$ cat config.mk
export PLATFORM = sky130hd
export DESIGN_NAME = hdb3_encoder
export DESIGN_NICKNAME = d
export VERILOG_FILES = /design/src/rtl/hdb3_pkg.sv /design/src/rtl/hdb3_window.sv /design/src/rtl/hdb3_polarity.sv /design/src/rtl/hdb3_rz_gate.sv /design/src/rtl/hdb3_encoder.sv
export SDC_FILE = /design/constraint.sdc
export NUM_CORES = 1
export LEC_CHECK = 0
export ABC_AREA = 0
export CORE_MARGIN = 10
export CORE_UTILIZATION = 25
export DETAILED_ROUTE_END_ITERATION = 16
export DONT_BUFFER_PORTS = 1
export HOLD_SLACK_MARGIN = 0.08
export PLACE_DENSITY = 0.49
export SETUP_SLACK_MARGIN = 0.1
export SLEW_MARGIN = 10
export SYNTH_ARGS = -nofsm -noshare
export SYNTH_HDL_FRONTEND = slang
export SYNTH_HIERARCHICAL = 1
export SYNTH_SLANG_ARGS = --single-unit
$ cat constraint.sdc
create_clock -name clk -period 1.5 [get_ports clk]
set_input_delay 0.225 -clock clk [delete_from_list [all_inputs] [get_ports clk]]
set_output_delay 0.225 -clock clk [all_outputs]
set_load 0.02 [all_outputs]
$ cat src/rtl/hdb3_pkg.sv
package hdb3_pkg;

    // Symbol held in each lookahead slot, before polarity is assigned.
    typedef enum logic [1:0] {
        SYM_ZERO = 2'd0,   // no pulse
        SYM_MARK = 2'd1,   // ordinary alternating mark from an input one
        SYM_BSUB = 2'd2,   // alternating mark inserted by substitution
        SYM_VIOL = 2'd3    // violation, repeats the previous polarity
    } sym_e;

endpackage

$ cat src/rtl/hdb3_window.sv
// Lookahead window: classifies incoming bits and rewrites zero runs.
module hdb3_window
    import hdb3_pkg::*;
#(
    parameter int RUN_LEN = 4
) (
    input  logic clk,
    input  logic rst,
    input  logic din,
    output sym_e oldest_o
);

    localparam int CNT_W = (RUN_LEN > 2) ? $clog2(RUN_LEN) : 1;
    localparam logic [CNT_W-1:0] ZMAX = CNT_W'(RUN_LEN - 1);

    typedef struct packed {
        sym_e [RUN_LEN-1:0] slot;   // slot[0] newest, slot[RUN_LEN-1] oldest
        logic [CNT_W-1:0]   zrun;   // zeros since last mark or substitution
        logic               odd;    // marks since last violation is odd
    } win_t;

    win_t win_d, win_q;

    always_comb begin
        win_d = win_q;
        for (int i = RUN_LEN - 1; i > 0; i--) begin
            win_d.slot[i] = win_q.slot[i-1];
        end
        if (din) begin
            win_d.slot[0] = SYM_MARK;
            win_d.odd     = ~win_q.odd;
            win_d.zrun    = '0;
        end else if (win_q.zrun == ZMAX) begin
            // Fourth zero: close the run with a violation.
            win_d.slot[0] = SYM_VIOL;
            if (!win_q.odd) begin
                win_d.slot[RUN_LEN-1] = SYM_BSUB;
            end
            win_d.odd  = 1'b0;
            win_d.zrun = '0;
        end else begin
            win_d.slot[0] = SYM_ZERO;
            win_d.zrun    = win_q.zrun + CNT_W'(1);
        end
    end

    always_ff @(posedge clk) begin
        if (rst) begin
            win_q <= '0;
        end else begin
            win_q <= win_d;
        end
    end

    assign oldest_o = win_q.slot[RUN_LEN-1];

endmodule

$ cat src/rtl/hdb3_polarity.sv
// Assigns polarity to the symbol leaving the window and registers the rails.
module hdb3_polarity
    import hdb3_pkg::*;
(
    input  logic clk,
    input  logic rst,
    input  sym_e sym_i,
    output logic pos_o,
    output logic neg_o,
    output logic viol_o
);

    typedef struct packed {
        logic last_pos;   // polarity of the last mark, 1 = positive
        logic pos;
        logic neg;
        logic viol;
    } pol_t;

    pol_t pol_d, pol_q;

    always_comb begin
        pol_d      = pol_q;
        pol_d.pos  = 1'b0;
        pol_d.neg  = 1'b0;
        pol_d.viol = 1'b0;
        unique case (sym_i)
            SYM_MARK, SYM_BSUB: begin
                pol_d.last_pos = ~pol_q.last_pos;
                pol_d.pos      = ~pol_q.last_pos;
                pol_d.neg      =  pol_q.last_pos;
            end
            SYM_VIOL: begin
                pol_d.pos  =  pol_q.last_pos;
                pol_d.neg  = ~pol_q.last_pos;
                pol_d.viol = 1'b1;
            end
            default: begin
            end
        endcase
    end

    always_ff @(posedge clk) begin
        if (rst) begin
            pol_q <= '0;
        end else begin
            pol_q <= pol_d;
        end
    end

    assign pos_o  = pol_q.pos;
    assign neg_o  = pol_q.neg;
    assign viol_o = pol_q.viol;

endmodule

$ cat src/rtl/hdb3_rz_gate.sv
// Confines rail pulses to the low half of the clock (or passes them as NRZ).
module hdb3_rz_gate #(
    parameter bit RZ = 1'b1
) (
    input  logic clk,
    input  logic pos_i,
    input  logic neg_i,
    output logic pos_o,
    output logic neg_o
);

    generate
        if (RZ) begin : g_rz
            assign pos_o = pos_i & ~clk;
            assign neg_o = neg_i & ~clk;
        end else begin : g_nrz
            logic unused_clk;
            assign unused_clk = clk;
            assign pos_o = pos_i;
            assign neg_o = neg_i;
        end
    endgenerate

endmodule

$ cat src/rtl/hdb3_encoder.sv
module hdb3_encoder
    import hdb3_pkg::*;
#(
    parameter int RUN_LEN = 4
) (
    input  logic clk,
    input  logic rst,
    input  logic din,
    output logic dq,
    output logic rail_pos,
    output logic rail_neg
);

    sym_e oldest;
    logic pos_q;
    logic neg_q;
    logic viol_q;
    logic dq_d, dq_q;

    // One-clock copy of the input.
    always_comb begin
        dq_d = din;
    end

    always_ff @(posedge clk) begin
        if (rst) begin
            dq_q <= 1'b0;
        end else begin
            dq_q <= dq_d;
        end
    end

    assign dq = dq_q;

    hdb3_window #(.RUN_LEN(RUN_LEN)) i_window (
        .clk      (clk),
        .rst      (rst),
        .din      (din),
        .oldest_o (oldest)
    );

    hdb3_polarity i_polarity (
        .clk    (clk),
        .rst    (rst),
        .sym_i  (oldest),
        .pos_o  (pos_q),
        .neg_o  (neg_q),
        .viol_o (viol_q)
    );

    hdb3_rz_gate #(.RZ(1'b1)) i_rz_gate (
        .clk   (clk),
        .pos_i (pos_q),
        .neg_i (neg_q),
        .pos_o (rail_pos),
        .neg_o (rail_neg)
    );

endmodule

==> impl_metrics.tcl, run 1 <==
set metrics [dict create \
    outcome "completed" \
    power.share.combinational_pct 2.9 \
    path_class "clk2out" \
    final-instance-count-excl-fill 79 \
    reg2reg_depth 3 \
    maximum_number_of_pins_on_one_net_before_global_route_repair 16 \
    worstPathArrival_ps 1150 \
    cts_setup_buffers 0 \
    vias_per_cell 4.127 \
    clkLatencyLatePin_ps 390 \
    p_leak_nw 0.2580 \
    detail-route-antenna-nets 0 \
    post_drt_wl_per_cell_um 10.47 \
    cp.required_ps 1270 \
    max_slew.worst_pin.slew_ps 573.8 \
    dp.cells 69 \
    hold-path-cell-count 1 \
    postPlaceCellArea_um2 539.3 \
    report.final.hold_viol_count 0 \
    tritoncts "built" \
    core-area_um2 1982 \
    cellInternalPower_uw 752.4 \
    reg2reg_to "i_window/win_q[0]" \
    hold_path_class "reg2reg" \
    global_route.overflow_total 0 \
    residual_drc 0 \
    maxCapViolCount 0 \
    fin_worst_skew_ps 8.149 \
    area.sequential_um2 300.3 \
    ys.warnings.count 6 \
    synthCells 45 \
    start_kind "clock port" \
    die_w_um 65.80 \
    vias 326 \
    worst_setup_hold_path_clk_slew_ps 90 \
    area_of_the_multi_input_gates_um2 220.2 \
    totalPowerFinal_uw 990.2 \
    sw_frac_of_total_pct 24.02 \
    stdcell_area_um2 653.1 \
    power.ir.vdd_worst_uv 785.6 \
    layout-area-overhead-vs-synth_pct 24.58 \
    synth.avg_cell_area_um2 11.65 \
    placementRows 16 \
    nFillCells 201 \
    detailedPlace.worstSlack_ps 220.7 \
    min_from "i_window/win_d[5]" \
    maxSlewViolCount 0 \
    via_count_of_the_first_global_routing_pass 348 \
    wire_length_of_the_first_global_routing_pass_um 1414 \
    rsz_0062_raised_after_global_routing "false" \
    power-per-cell-area_nw_per_um2 1516 \
    post_route_cells_drive_above_1_share_pct 23.08 \
    die_h_um 65.80 \
    floorplan.initialDensity_pct 26.45 \
    tns_ps 0 \
    port-buffer-count 0 \
    sequentialPowerShare_pct 42.0 \
    num-nets-final 59 \
    synth_fp_nets 51 \
    number_of_antenna_violations_at_the_first_check_in_global_routing 0 \
    die_area_um2 4329 \
    detail_route.first_pass.iterations 2 \
    cp_max_fo 2 \
    slew-limit-headroom_pct 61.62 \
    place.gp.congestion 0.6102 \
    power_frac_clock_pct 55.0 \
    insertedDiodeCount 0 \
    r2r_setup_slack_ps 360 \
    min_delay_worst_endpoint "i_window/win_d[7]" \
    design.portCount 6 \
    end_kind "primary output" \
    layout.core_utilization_pct 32.95 \
    groute.usage.overall_pct 5.057 \
    syn-cell-area_um2 524.3 \
    count_of_routing_violations_after_the_opening_detailed_route_iteration 2 \
    setup_ws_ps 121.4 \
    regToRegStartpoint "i_window/win_q[1]" \
    setup_viol 0 \
    route.final.wire_length_um 827 \
    worst_hold_slack_ps 444.2 \
    switching_power_uw 237.9 \
]
final cells by class:
cell class | count | area share, %
Sequential cell | 15 | 45.98
Timing Repair Buffer | 2 | 3.065
Tap cell | 27 | 5.172
Clock buffer | 7 | 11.30
Clock inverter | 1 | 0.7663
Multi-Input combinational cell | 27 | 33.72
worst max-delay path: stages:
cell      delay [ps]
clkbuf_8         120
buf_8            110
nor2b_4          170
cells in the final DEF (no fill, tap or decap):
cell type       n
clkbuf_4        4
o21ba_2         1
buf_8           2
ha_1            3
nor4_1          1
nor2b_1         4
a21oi_1         1
clkinv_2        1
xnor2_1         1
nor2b_4         3
clkbuf_8        1
dfxtp_1        15
or3b_1          1
nor4b_1         1
or2b_1          1
nor3b_1         3
dlygate4sd3_1   2
mux2i_1         2
nor2_1          5
worst max path at each step:
stage                     startpoint  slack, ps  cells past startpoint  endpoint
after floorplan                  clk        220                      1  rail_neg
after CTS                        clk        110                      3  rail_pos
after global routing             clk        100                      3  rail_pos
final                            clk        120                      3  rail_pos
after global placement           clk        220                      1  rail_neg
after detailed placement         clk        220                      1  rail_neg
power by group through the flow:
stage / sequential, mW / combinational, mW / clock (mW)
CTS: 0.416 / 0.0295 / 0.530
floorplan: 0.424 / 0.0193 / 0.00158
detailed placement: 0.426 / 0.0169 / 0.00158
global route: 0.418 / 0.0336 / 0.595
global placement: 0.425 / 0.0171 / 0.00158
finish: 0.416 / 0.0291 / 0.545
routing by layer:
metal / part of all wire [%] / GRT usage, % / wire length (um) / vias up
met4: 3.3 / 6.684 / 27 / 0
met1: 42 / 3.382 / 346 / 149
met3: 9.9 / 5.424 / 82 / 4
li1: - / - / - / 165
met2: 45 / 6.643 / 370 / 8
met5: 0 / 0 / 0 / -
repair_timing:
item / in CTS / in global routing
gates resized for setup: 7 / 2
hold buffers: 2 / 0
gates cloned: 0 / 0
hold endpoints to repair: 15 / 0
endpoints found under the setup margin: 2 / 2
pin swaps: 0 / 0
state kept, by name, summed over array words and instances, names as in the netlist:
name,cells
i_window/win_d,4
i_polarity/pol_q,1
i_polarity/pos_o,1
dq,1
i_polarity/neg_o,1
i_window/win_q,5
i_window/oldest_o,2
(Power assumes the default switching activity.)
==> run 2: changes to the inputs <==
ABC_AREA = 1   (was 0)
SKIP_CTS_REPAIR_TIMING = 1   (was default)
==> impl_metrics.tcl, run 2 <==
set metrics [dict create \
    reg2reg_to "i_window/oldest_o[1]" \
    reg2reg_depth 4 \
    power.ir.vdd_worst_uv 554.4 \
    outcome "completed" \
    layout-area-overhead-vs-synth_pct 19.86 \
    syn-cell-area_um2 548.0 \
    count_of_routing_violations_after_the_opening_detailed_route_iteration 7 \
    design.portCount 6 \
    detail-route-antenna-nets 0 \
    vias_per_cell 3.818 \
    die_area_um2 4465 \
    min_from "din" \
    tns_ps 0 \
    r2r_setup_slack_ps 150 \
    ys.warnings.count 6 \
    cellInternalPower_uw 648.3 \
    cp.required_ps 1270 \
    slew-limit-headroom_pct 72.22 \
    final_common_cell "dfxtp_1" \
    start_kind "clock port" \
    route.final.wire_length_um 817 \
    wire_length_of_the_first_global_routing_pass_um 1435 \
    die_w_um 66.82 \
    layout.core_utilization_pct 32.49 \
    hold_path_class "in2reg" \
    place.detailed.hpwl_um 549.2 \
    setup_viol 0 \
    path_class "clk2out" \
    hold-path-cell-count 4 \
    max_slew.worst_pin.slew_ps 415.3 \
    post_drt_wl_per_cell_um 8.253 \
    report.final.hold_viol_count 0 \
    die_h_um 66.82 \
    power.share.combinational_pct 3.7 \
    core-area_um2 2022 \
    p_leak_nw 0.2934 \
    sw_frac_of_total_pct 25.17 \
    global_route.overflow_total 0 \
    cp_max_fo 2 \
    vias 378 \
    synthCells 64 \
    min_delay_worst_endpoint "i_window/oldest_o[0]" \
    maximum_number_of_pins_on_one_net_before_global_route_repair 11 \
    postPlaceCellArea_um2 555.5 \
    fin_worst_skew_ps 2.779 \
    port-buffer-count 0 \
    synth.avg_cell_area_um2 8.563 \
    end_kind "primary output" \
    worst_setup_hold_path_clk_slew_ps 80 \
    via_count_of_the_first_global_routing_pass 367 \
    clkLatencyLatePin_ps 390 \
    tritoncts "built" \
    number_of_antenna_violations_at_the_first_check_in_global_routing 0 \
    residual_drc 0 \
    worstPathArrival_ps 1160 \
    largest-register "i_window/win_q" \
    synth_fp_nets 70 \
    regToRegStartpoint "i_window/win_q[1]" \
    switching_power_uw 218.1 \
    detail_route.first_pass.iterations 4 \
    floorplan.initialDensity_pct 27.10 \
    final_cell_mix "dfxtp_1 (15), nor2_1 (12), inv_1 (11)" \
    rsz_0062_raised_after_global_routing "true" \
    power-per-cell-area_nw_per_um2 1319 \
    num-nets-final 79 \
    stdcell_area_um2 656.9 \
    largest_register_ff_count 5 \
    sequentialPowerShare_pct 48.1 \
    post_route_cells_drive_above_1_share_pct 23.61 \
    insertedDiodeCount 0 \
    place.gp.congestion 0.6342 \
    maxCapViolCount 0 \
    maxSlewViolCount 0 \
    placementRows 16 \
    groute.usage.overall_pct 5.192 \
    power_frac_clock_pct 48.2 \
]
-- run 2: cell count changes in the layout (fill, tap and decap cells not counted), moves of 4 or more --
cell / delta
nor2_2: +4
nand2_1: +6
nor2_1: +7
inv_1: +11
nor2b_1: -4
-- run 2: cell type report --
cell class                      count  area, um^2
Inverter                           13       48.80
Fill cell                         219        1365
Sequential cell                    15       300.3
Clock buffer                        8       56.30
Tap cell                           27       33.78
Timing Repair Buffer                3       30.03
Multi-Input combinational cell     33       187.7
-- run 2: power by group through the flow --
stage	Clock (mW)	Combinational (mW)	Sequential [mW]
floorplan	0.00276	0.0258	0.425
global placement	0.00276	0.0222	0.426
detailed placement	0.00276	0.0225	0.427
CTS	0.410	0.0226	0.417
global route	0.475	0.0380	0.419
finish	0.417	0.0320	0.417
-- run 2: worst max path at each step --
stage | startpoint | to | depth (start not counted)
finish | clk | rail_pos | 3
floorplan | clk | rail_neg | 1
detailed placement | clk | rail_neg | 1
CTS | clk | rail_pos | 3
global route | clk | rail_pos | 3
global placement | clk | rail_neg | 1
-- run 2: through the flow --
stage	hold slack, ps	setup WS, ps	instances	power (mW)
floorplan	291.9	232.1	64	0.4538
global placement	289.1	232.1	88	0.4514
detailed placement	293.0	232.1	88	0.4520
CTS	-125.6	-56.27	96	0.8503
global route	87.83	84.70	99	0.9324
finish	81.48	112.0	99	0.8664
-- run 2: metal layers --
layer / vias to the layer above / GRT usage (%) / share of wire, % / wire length [um]
li1: 203 / - / - / -
met1: 165 / 3.955 / 42 / 341
met2: 7 / 5.332 / 44 / 358
met3: 3 / 6.355 / 13 / 103
met4: 0 / 7.592 / 1.5 / 12
met5: - / 0 / 0 / 0
-- run 2: worst max-delay path, cell delays in order --
cell and delay (ps):
clkbuf_4 120, clkbuf_4 130, nor2_4 160
